[src/rtl/wdog_pkg.sv]
`timescale 1ns/1ps
package wdog_pkg;

   typedef enum logic [1:0] {
      WD_OFF  = 2'd0,
      WD_RUN  = 2'd1,
      WD_FIRE = 2'd2
   } wd_state_t;

   // number of units selected by an interval code; code 0 means the maximum
   function automatic int unsigned wd_units(input int unsigned code, input int unsigned code_w);
      return (code == 0) ? (1 << code_w) : code;
   endfunction

endpackage

[src/rtl/wdog_regif.sv]
`timescale 1ns/1ps
module wdog_regif #(
   parameter int ADDR_W    = 8,
   parameter int DATA_W    = 8,
   parameter int CTRL_ADDR = 'h18,
   parameter int EN_BIT    = 7,
   parameter int CLR_BIT   = 6,
   parameter int CODE_W    = 3
) (
   input  logic              clk,
   input  logic              rst_n,
   input  logic              wr_en,
   input  logic [ADDR_W-1:0] wr_addr,
   input  logic [DATA_W-1:0] wr_data,
   output logic              start_req,
   output logic              clr_req,
   output logic [CODE_W-1:0] code_q
);

   localparam logic [ADDR_W-1:0] HIT_ADDR = ADDR_W'(CTRL_ADDR);

   logic hit;
   logic unused_data;

   assign hit         = wr_en && (wr_addr == HIT_ADDR);
   assign start_req   = hit && wr_data[EN_BIT];
   assign clr_req     = hit && wr_data[CLR_BIT];
   assign unused_data = ^wr_data;

   // the interval code follows every write to the control address
   always_ff @(posedge clk or negedge rst_n) begin
      if (!rst_n) begin
         code_q <= '0;
      end else if (hit) begin
         code_q <= wr_data[CODE_W-1:0];
      end
   end

endmodule

[src/rtl/wdog_tick.sv]
`timescale 1ns/1ps
module wdog_tick #(
   parameter int TICK_DIV = 3_000_000
) (
   input  logic clk,
   input  logic rst_n,
   input  logic run,
   input  logic restart,
   output logic tick
);

   generate
      if (TICK_DIV == 1) begin : g_direct
         logic unused_tick_in;
         assign unused_tick_in = clk ^ rst_n;
         assign tick           = run && !restart;
      end else begin : g_div
         localparam int PRE_W = $clog2(TICK_DIV);
         localparam logic [PRE_W-1:0] PRE_LAST = PRE_W'(TICK_DIV - 1);

         logic [PRE_W-1:0] pre_q;

         always_ff @(posedge clk or negedge rst_n) begin
            if (!rst_n) begin
               pre_q <= '0;
            end else if (!run || restart) begin
               pre_q <= '0;
            end else if (pre_q == PRE_LAST) begin
               pre_q <= '0;
            end else begin
               pre_q <= pre_q + 1'b1;
            end
         end

         assign tick = run && !restart && (pre_q == PRE_LAST);
      end
   endgenerate

endmodule

[src/rtl/wdog_count.sv]
`timescale 1ns/1ps
module wdog_count #(
   parameter int CODE_W = 3
) (
   input  logic              clk,
   input  logic              rst_n,
   input  logic              run,
   input  logic              restart,
   input  logic              tick,
   input  logic [CODE_W-1:0] code,
   output logic [CODE_W:0]   units,
   output logic              expire
);

   localparam int UNIT_W = CODE_W + 1;
   localparam logic [UNIT_W-1:0] UNIT_MAX = UNIT_W'(1 << CODE_W);

   logic [UNIT_W-1:0] limit;
   logic [UNIT_W-1:0] units_q;
   logic [UNIT_W-1:0] units_p1;

   assign limit    = (code == '0) ? UNIT_MAX : {1'b0, code};
   assign units_p1 = units_q + UNIT_W'(1);
   // a shortened interval that is already passed fires on the next unit
   assign expire   = run && !restart && tick && (units_p1 >= limit);
   assign units    = units_q;

   always_ff @(posedge clk or negedge rst_n) begin
      if (!rst_n) begin
         units_q <= '0;
      end else if (!run || restart) begin
         units_q <= '0;
      end else if (tick && !expire) begin
         units_q <= units_p1;
      end
   end

endmodule

[src/rtl/wdog_ctrl.sv]
`timescale 1ns/1ps
module wdog_ctrl
   import wdog_pkg::*;
#(
   parameter int PULSE_CYC = 16
) (
   input  logic clk,
   input  logic rst_n,
   input  logic start_req,
   input  logic clr_req,
   input  logic expire,
   output logic run,
   output logic restart,
   output logic wdt_rst
);

   localparam int PC_W = (PULSE_CYC > 1) ? $clog2(PULSE_CYC) : 1;
   localparam logic [PC_W-1:0] PC_LAST = PC_W'(PULSE_CYC - 1);

   wd_state_t       state_q, state_d;
   logic [PC_W-1:0] pcnt_q;

   assign run     = (state_q == WD_RUN);
   assign restart = run && clr_req;
   assign wdt_rst = (state_q == WD_FIRE);

   always_comb begin
      state_d = state_q;
      unique case (state_q)
         WD_OFF:  if (start_req) state_d = WD_RUN;
         WD_RUN:  if (expire) state_d = WD_FIRE;
         WD_FIRE: if (pcnt_q == PC_LAST) state_d = WD_OFF;
         default: state_d = WD_OFF;
      endcase
   end

   always_ff @(posedge clk or negedge rst_n) begin
      if (!rst_n) begin
         state_q <= WD_OFF;
         pcnt_q  <= '0;
      end else begin
         state_q <= state_d;
         if (state_q == WD_FIRE) begin
            pcnt_q <= pcnt_q + 1'b1;
         end else begin
            pcnt_q <= '0;
         end
      end
   end

endmodule

[src/rtl/wdog_top.sv]
`timescale 1ns/1ps
module wdog_top #(
   parameter int ADDR_W    = 8,
   parameter int DATA_W    = 8,
   parameter int CTRL_ADDR = 'h18,
   parameter int EN_BIT    = 7,
   parameter int CLR_BIT   = 6,
   parameter int CODE_W    = 3,
   parameter int TICK_DIV  = 3_000_000,
   parameter int PULSE_CYC = 16
) (
   input  logic              clk,
   input  logic              rst_n,
   input  logic              wr_en,
   input  logic [ADDR_W-1:0] wr_addr,
   input  logic [DATA_W-1:0] wr_data,
   output logic              wdt_rst
);

   // elaboration-time parameter checks
   if (TICK_DIV < 1) begin : g_bad_div
      $error("wdog_top: TICK_DIV must be at least 1");
   end
   if (PULSE_CYC < 1) begin : g_bad_pulse
      $error("wdog_top: PULSE_CYC must be at least 1");
   end
   if (EN_BIT >= DATA_W || CLR_BIT >= DATA_W || EN_BIT == CLR_BIT) begin : g_bad_bits
      $error("wdog_top: control bit positions invalid");
   end
   if (CODE_W < 1 || CODE_W > EN_BIT || CODE_W > CLR_BIT) begin : g_bad_code
      $error("wdog_top: interval code overlaps control bits");
   end
   if (CTRL_ADDR < 0 || CTRL_ADDR >= (1 << ADDR_W)) begin : g_bad_addr
      $error("wdog_top: CTRL_ADDR does not fit ADDR_W");
   end

   logic              start_req;
   logic              clr_req;
   logic [CODE_W-1:0] code_q;
   logic              run;
   logic              restart;
   logic              tick;
   logic              expire;
   logic [CODE_W:0]   units;

   wdog_regif #(
      .ADDR_W   (ADDR_W),
      .DATA_W   (DATA_W),
      .CTRL_ADDR(CTRL_ADDR),
      .EN_BIT   (EN_BIT),
      .CLR_BIT  (CLR_BIT),
      .CODE_W   (CODE_W)
   ) u_regif (
      .clk      (clk),
      .rst_n    (rst_n),
      .wr_en    (wr_en),
      .wr_addr  (wr_addr),
      .wr_data  (wr_data),
      .start_req(start_req),
      .clr_req  (clr_req),
      .code_q   (code_q)
   );

   wdog_tick #(
      .TICK_DIV(TICK_DIV)
   ) u_tick (
      .clk    (clk),
      .rst_n  (rst_n),
      .run    (run),
      .restart(restart),
      .tick   (tick)
   );

   wdog_count #(
      .CODE_W(CODE_W)
   ) u_count (
      .clk    (clk),
      .rst_n  (rst_n),
      .run    (run),
      .restart(restart),
      .tick   (tick),
      .code   (code_q),
      .units  (units),
      .expire (expire)
   );

   wdog_ctrl #(
      .PULSE_CYC(PULSE_CYC)
   ) u_ctrl (
      .clk      (clk),
      .rst_n    (rst_n),
      .start_req(start_req),
      .clr_req  (clr_req),
      .expire   (expire),
      .run      (run),
      .restart  (restart),
      .wdt_rst  (wdt_rst)
   );

endmodule

[config.mk]
export PLATFORM = sky130hd
export DESIGN_NAME = wdog_top
export DESIGN_NICKNAME = d
export VERILOG_FILES = /design/src/rtl/wdog_pkg.sv /design/src/rtl/wdog_regif.sv /design/src/rtl/wdog_tick.sv /design/src/rtl/wdog_count.sv /design/src/rtl/wdog_ctrl.sv /design/src/rtl/wdog_top.sv
export SDC_FILE = /design/constraint.sdc
export NUM_CORES = 1
export LEC_CHECK = 0
export ABC_AREA = 1
export BUFFER_PORTS_ARGS = -buffer_cell sky130_fd_sc_hd__buf_2
export CORE_MARGIN = 5
export CORE_UTILIZATION = 40
export CTS_CLUSTER_DIAMETER = 40
export CTS_CLUSTER_SIZE = 40
export DETAILED_ROUTE_END_ITERATION = 10
export GPL_TIMING_DRIVEN = 0
export PLACE_DENSITY = 0.55
export RECOVER_POWER = 50
export SLEW_MARGIN = 10
export SYNTH_ARGS = -nofsm -noshare
export SYNTH_HDL_FRONTEND = slang
export SYNTH_HIERARCHICAL = 1
export SYNTH_SLANG_ARGS = --single-unit
[constraint.sdc]
create_clock -name clk -period 2 [get_ports clk]
set_input_delay 0.6 -clock clk [delete_from_list [all_inputs] [get_ports clk]]
set_output_delay 0.6 -clock clk [all_outputs]
set_load 0.01 [all_outputs]
After elaboration in Yosys (flattened, before gate mapping)
Cells that the tools add are included.
{"block": "word_totals", "regBits": 35, "inputBits": 19, "output_inout_bits": 1, "word_cells": 44}
{"block": "classes", "addsub": 3, "order_cmp": 1, "n_eq_ne": 8, "muxes": 10, "n_reduce_logical": 17}
{"op": "$mux 22", "count": 2}
{"op": "$add 22x1->22 const B", "count": 1}
{"op": "$eq 22x22->1 const B", "count": 1}
{"op": "$mux 4", "count": 4}
{"op": "$logic_and 1x1->1", "count": 9}
{"op": "$add 4x1->4 const B", "count": 2}
{"op": "$eq 8x5->1 const B", "count": 1}
{"op": "$mux 2", "count": 3}
{"op": "$pmux 2 s3", "count": 1}
{"op": "$eq 4x4->1 const B", "count": 1}
{"op": "$ge 4x4->1", "count": 1}
{"op": "$ne 2x2->1 const B", "count": 2}
{"op": "$logic_not 1->1", "count": 3}
{"op": "$logic_not 3->1", "count": 1}
{"op": "$reduce_and 3->1", "count": 1}
{"op": "$eq 2x1->1 const B", "count": 1}
{"op": "$eq 2x2->1 const B", "count": 1}
{"op": "$logic_not 2->1", "count": 1}
{"op": "$ne 2x1->1 const B", "count": 1}
{"op": "$reduce_bool 2->1", "count": 1}
{"op": "$logic_or 1x1->1", "count": 1}

Depth between registers and ports, before layout
{"block": "depth", "word_depth": 13, "ltp_mapped": 17, "mapped_depth_nobuf": 17}

Modules after synthesis
The synthesis kept the hierarchy.
{"module": "wdog_tick", "instances": 1, "cells_each": 182, "area_per_inst_um2": 1315.0, "seq_area_each_um2": 550.5}
{"module": "wdog_count", "instances": 1, "cells_each": 56, "area_per_inst_um2": 406.6, "seq_area_each_um2": 100.1}
{"module": "wdog_ctrl", "instances": 1, "cells_each": 34, "area_per_inst_um2": 276.5, "seq_area_each_um2": 150.1}
{"module": "wdog_regif", "instances": 1, "cells_each": 26, "area_per_inst_um2": 180.2, "seq_area_each_um2": 75.1}

Worst setup path after synthesis
Ideal clock, no wire load.
{"block": "synth_timing", "kind": "input-to-reg", "start": "input wr_addr[6]", "end": "register u_ctrl.state_q[0]", "setup_ps": 120, "arrival_ps": 2043, "required_ps": 1880, "path_slack_ps": -163, "cell_stages": 17, "path_buffers": 0, "cell_sequence": "inv_1 > nand2_1 > nor2_2 > nand3_2 > nor2_1 > inv_1 > nor2_1 > nor2_2 > inv_1 > nor2_1 > inv_1 > nor2_8 > nand2_1 > inv_1 > inv_1 > nand2_1 > a21oi_1"}
{"block": "synth_via", "elab_chain_cells": 11, "elab_cells_between_ends": 13, "cone_classes": "eq/ne (3); reduce/logical (10)"}
{"item": "start: declaration", "line_no": "wdog_top.sv:15", "text": "input logic [ADDR_W-1:0] wr_addr,"}
{"item": "$eq 8x5->1", "line_no": "wdog_regif.sv:25", "text": "assign hit = wr_en && (wr_addr == HIT_ADDR);"}
{"item": "$logic_and 1x1->1", "line_no": "wdog_regif.sv:25"}
{"item": "$logic_and 1x1->1", "line_no": "wdog_regif.sv:27", "text": "assign clr_req = hit && wr_data[CLR_BIT];"}
{"item": "via clr_req", "line_no": "wdog_top.sv:38", "text": "logic clr_req;"}
{"item": "$logic_and 1x1->1", "line_no": "wdog_ctrl.sv:24", "text": "assign restart = run && clr_req;"}
{"item": "via restart", "line_no": "wdog_top.sv:41", "text": "logic restart;"}
{"item": "$logic_not 1->1", "line_no": "wdog_tick.sv:35", "text": "assign tick = run && !restart && (pre_q == PRE_LAST);"}
{"item": "$logic_and 1x1->1 (2 in series)", "line_no": "wdog_tick.sv:35"}
{"item": "via tick", "line_no": "wdog_top.sv:42", "text": "logic tick;"}
{"item": "$logic_and 1x1->1 (2 in series)", "line_no": "wdog_count.sv:25", "text": "assign expire = run && !restart && tick && (units_p1 >= limit);"}
{"item": "via expire", "line_no": "wdog_top.sv:43", "text": "logic expire;"}
{"item": "$ne 2x2->1 (no line)"}
{"item": "$reduce_and 3->1 (no line)"}
{"item": "end signal: assignment", "line_no": "wdog_ctrl.sv:42", "text": "state_q <= state_d;"}
{"item": "end: declaration", "line_no": "wdog_ctrl.sv:20", "text": "wd_state_t state_q, state_d;"}
The timed path passes the listed nets, and every way through them passes these cells.
A chain may end at the register's enable or synchronous reset.

Final worst setup path
{"block": "layout_timing", "start": "register u_count.units_q[0] (netlist: u_count/units[0])", "end": "register u_ctrl.state_q[0]"}
{"block": "layout_via", "elab_chain_cells": 5}
{"item": "start: declaration", "line_no": "wdog_count.sv:19", "text": "logic [UNIT_W-1:0] units_q;"}
{"item": "start signal: assignment", "line_no": "wdog_count.sv:34", "text": "units_q <= units_p1;"}
{"item": "$add 4x1->4", "line_no": "wdog_count.sv:23", "text": "assign units_p1 = units_q + UNIT_W'(1);"}
{"item": "$ge 4x4->1", "line_no": "wdog_count.sv:25"}
{"item": "$logic_and 1x1->1", "line_no": "wdog_count.sv:25"}
{"item": "via expire", "line_no": "wdog_top.sv:43"}
{"item": "$ne 2x2->1 (no line)"}
{"item": "$reduce_and 3->1 (no line)"}
The timed path passes the listed nets, and every way through them passes these cells.

==> flow_metrics.env <==
export IMPL_diodes=0
export IMPL_die_y_microns=83.80
export IMPL_avgSynthCellArea_sq_um=7.310
export IMPL_synthesis_area_sq_um=2178
export IMPL_timing_rr_end="u_ctrl/state_q[0]"
export IMPL_grt_ovfl_total=0
export IMPL_core_area_sq_um=5205
export IMPL_numClockSinks=35
export IMPL_syn_nets=324
export IMPL_synthArstFlopShare=1.000
export IMPL_dieArea_sq_um=7022
export IMPL_n_fill_cell=534
export IMPL_fin_crit_ps=1834
export IMPL_slew_limit_headroom=0.4131
export IMPL_ys_ff_latch=35
export IMPL_antenna_found_initial=0
export IMPL_place_ws_ps=-469.7
export IMPL_track_usage=0.1395
export IMPL_syn2layout_area_growth_pct=17.35
export IMPL_worstSetupPathType="reg -> reg"
export IMPL_dr_pass1_iters=4
export IMPL_critPathRequiredTime_ps=2210
export IMPL_synth_edf_count=0
export IMPL_end_kind="register"
export IMPL_cts_buffer_depth=2
export IMPL_cts_root_buffer="clkbuf_8"
export IMPL_hold_violations=0
export IMPL_boundaryPins=20
export IMPL_drcViolationCount=0
export IMPL_cp_start_kind="register"
export IMPL_cts_tree="yes"
export IMPL_power_leakage_nw=1.135
export IMPL_ys_warn_count=6
export IMPL_crit_arrival_ps=2050
export IMPL_instances_no_fill=397
export IMPL_path_clk_slew_ps=80
export IMPL_seq_area_frac_synth=0.4021
export IMPL_syn_inst=298
export IMPL_via_per_inst=4.723
export IMPL_wire_per_inst_microns=10.86
export IMPL_hpwl_microns=3244
export IMPL_die_x_microns=83.80
export IMPL_powerDensity_nw_per_um2=577.9
export IMPL_vias=1875
export IMPL_port_buffers=16
export IMPL_clk_latency_ps=290
export IMPL_gp_congestion=0.7887
export IMPL_placedCellCount=384
export IMPL_crit_reg2reg_launch="u_count/units[0]"
export IMPL_drt_iter0_markers=71
export IMPL_htree_levels=2
export IMPL_r2r_cells=12
export IMPL_hold_buffers=0
export IMPL_worstHoldPathType="in -> async"
export IMPL_reg2reg_slack_ps=170
export IMPL_grt_pass1_wl_microns=8031
export IMPL_max_vdd_ir_drop_v=0.0003248
export IMPL_num_rows=26
export IMPL_grt_pass1_vias=1882
export IMPL_fin_area_sq_um=2556
export IMPL_grt_max_degree=36
export IMPL_postRouteAntennaNets=0
export IMPL_status="finished, final reports clean"
export IMPL_fmax_mhz=545.4
export IMPL_synth_cell_types=28
export IMPL_fin_nets=352
export IMPL_worst_slew_pin_transition_ps=880.3
export IMPL_finalCritPeriodShare=0.9168
export IMPL_finalClockSkew_ps=6.298
export IMPL_drv_cap=0
export IMPL_synth_main_ff_cell="dfrtp_1"
export IMPL_start_util=0.4185
export IMPL_postPlaceCellArea_sq_um=2354
export IMPL_drt_wl_total_microns=4311
export IMPL_drive_above_1_share=0.1957
export IMPL_cp_max_fo=6
export IMPL_drv_slew=0
export IMPL_cts_inserted_buffers=5
export IMPL_finalSetupViolations=0
export IMPL_setup_ws_ps=166.4
-- synthesized netlist by cell type, types with 2 or more instances --
cell type  count  area [sq um]
inv_1         44         165.2
nand3_1       23         115.1
xnor2_1        3         26.28
nand2_1       69         259.0
xor2_1         5         43.79
nor2_1        55         206.5
nand2_2        5         31.28
o21ai_1        2         10.01
inv_2          2         7.510
a21oi_1        7         35.03
nor2_2         8         50.05
o21ai_0        3         15.01
ha_1           7         87.58
nand3_2        2         20.02
nand4_1        9         56.30
dfrtp_1       35         875.8
nor2_4         5         56.30
nor3_1         4         20.02
-- worst max-delay path, cell delays in order, from the launching register on --
cell,delay (ps)
dfrtp_2,450
ha_2,210
xor2_2,160
ha_1,270
nand2_1,70
clkinv_1,100
nand2_2,110
nand2_1,50
nand2_1,60
inv_1,30
inv_1,60
nand2_1,50
a21oi_1,140
-- flip-flops by register name, summed over array words and instances (netlist names) --
| signal | count |
|---|---|
| u_count/units | 4 |
| u_ctrl/pcnt_q | 4 |
| u_ctrl/state_q | 2 |
| u_regif/code_q | 3 |
| u_tick/g_div.pre_q | 22 |
-- area by class of cell --
type / count / area [sq um] / share of cell area
inverter: 47 / 178.9 / 0.07000
sequential: 35 / 877.1 / 0.3431
tap: 70 / 87.58 / 0.03426
clock buffer: 6 / 82.58 / 0.03231
multi-input combinational: 215 / 1177 / 0.4606
clock inverter: 2 / 35.03 / 0.01371
buffer: 1 / 3.754 / 0.001468
timing repair buffer: 21 / 113.9 / 0.04454
-- per-stage QoR --
stage,hold WS (ps),util,setup TNS (ps),power [W]
2_1_floorplan,304.4,-,0,0.0007700
4_1_cts,421.9,0.4803,0,0.001492
3_5_place_dp,432.4,0.4522,-2177,0.0008078
6_report,416.2,0.4911,0,0.001477
3_3_place_gp,417.6,0.4522,-2088,0.0008065
5_1_grt,459.1,0.4911,-1.767,0.001548
-- where the power goes --
part	switching [W]	internal [W]	total, W
Sequential	0.00000288	0.000711	0.000714
Clock	0.000273	0.000404	0.000676
Combinational	0.0000551	0.0000316	0.0000867
Total	0.000331	0.00115	0.00148
-- per-layer routing --
| metal | wire length, microns | vias up | GRT usage |
|---|---|---|---|
| met5 | 0 | - | 0 |
| met2 | 2028 | 32 | 0.2357 |
| li1 | - | 976 | - |
| met1 | 2057 | 863 | 0.1678 |
| met3 | 166 | 4 | 0.03356 |
| met4 | 59 | 0 | 0.06140 |
-- timing repair --
item | 4_1_cts | 5_1_grt
resized for setup | 6 | 8
pin swaps | 1 | 3
setup endpoints to repair | 6 | 2
buffers inserted | 1 | 4
-- layout by cell type (no fill, tap or decap), drive strengths merged, types with 2 or more instances in the layout --
| cell | count |
|---|---|
| nand2 | 75 |
| nor2 | 69 |
| a21oi | 8 |
| xor2 | 5 |
| nor3 | 4 |
| xnor2 | 3 |
| inv | 46 |
| nand3 | 25 |
| buf | 19 |
| ha | 7 |
| nand4 | 10 |
| o21ai | 5 |
| clkbuf | 9 |
| clkinv | 2 |
| dfrtp | 35 |
-- worst max path at each step --
stage	end	start
detailed placement	u_ctrl/state_q[0]	wr_addr[6]
finish	u_ctrl/state_q[0]	u_count/units[0]
floorplan	u_ctrl/state_q[0]	wr_addr[6]
global route	u_ctrl/state_q[0]	wr_addr[5]
global placement	u_ctrl/state_q[0]	wr_addr[3]
CTS	u_ctrl/state_q[0]	u_count/units[0]
-- cells by family (layout without fill, tap and decap cells) --
group / count (synthesis) / after routing / synth area share
compound gates: 13 / 13 / 0.03504
xor+xnor: 8 / 8 / 0.03217
fa+ha+maj: 7 / 7 / 0.04020
buf+inv: 48 / 77 / 0.08271
flops: 35 / 35 / 0.4021
simple gates: 187 / 187 / 0.4078
Note: power is estimated with default switching activity, not from simulation.
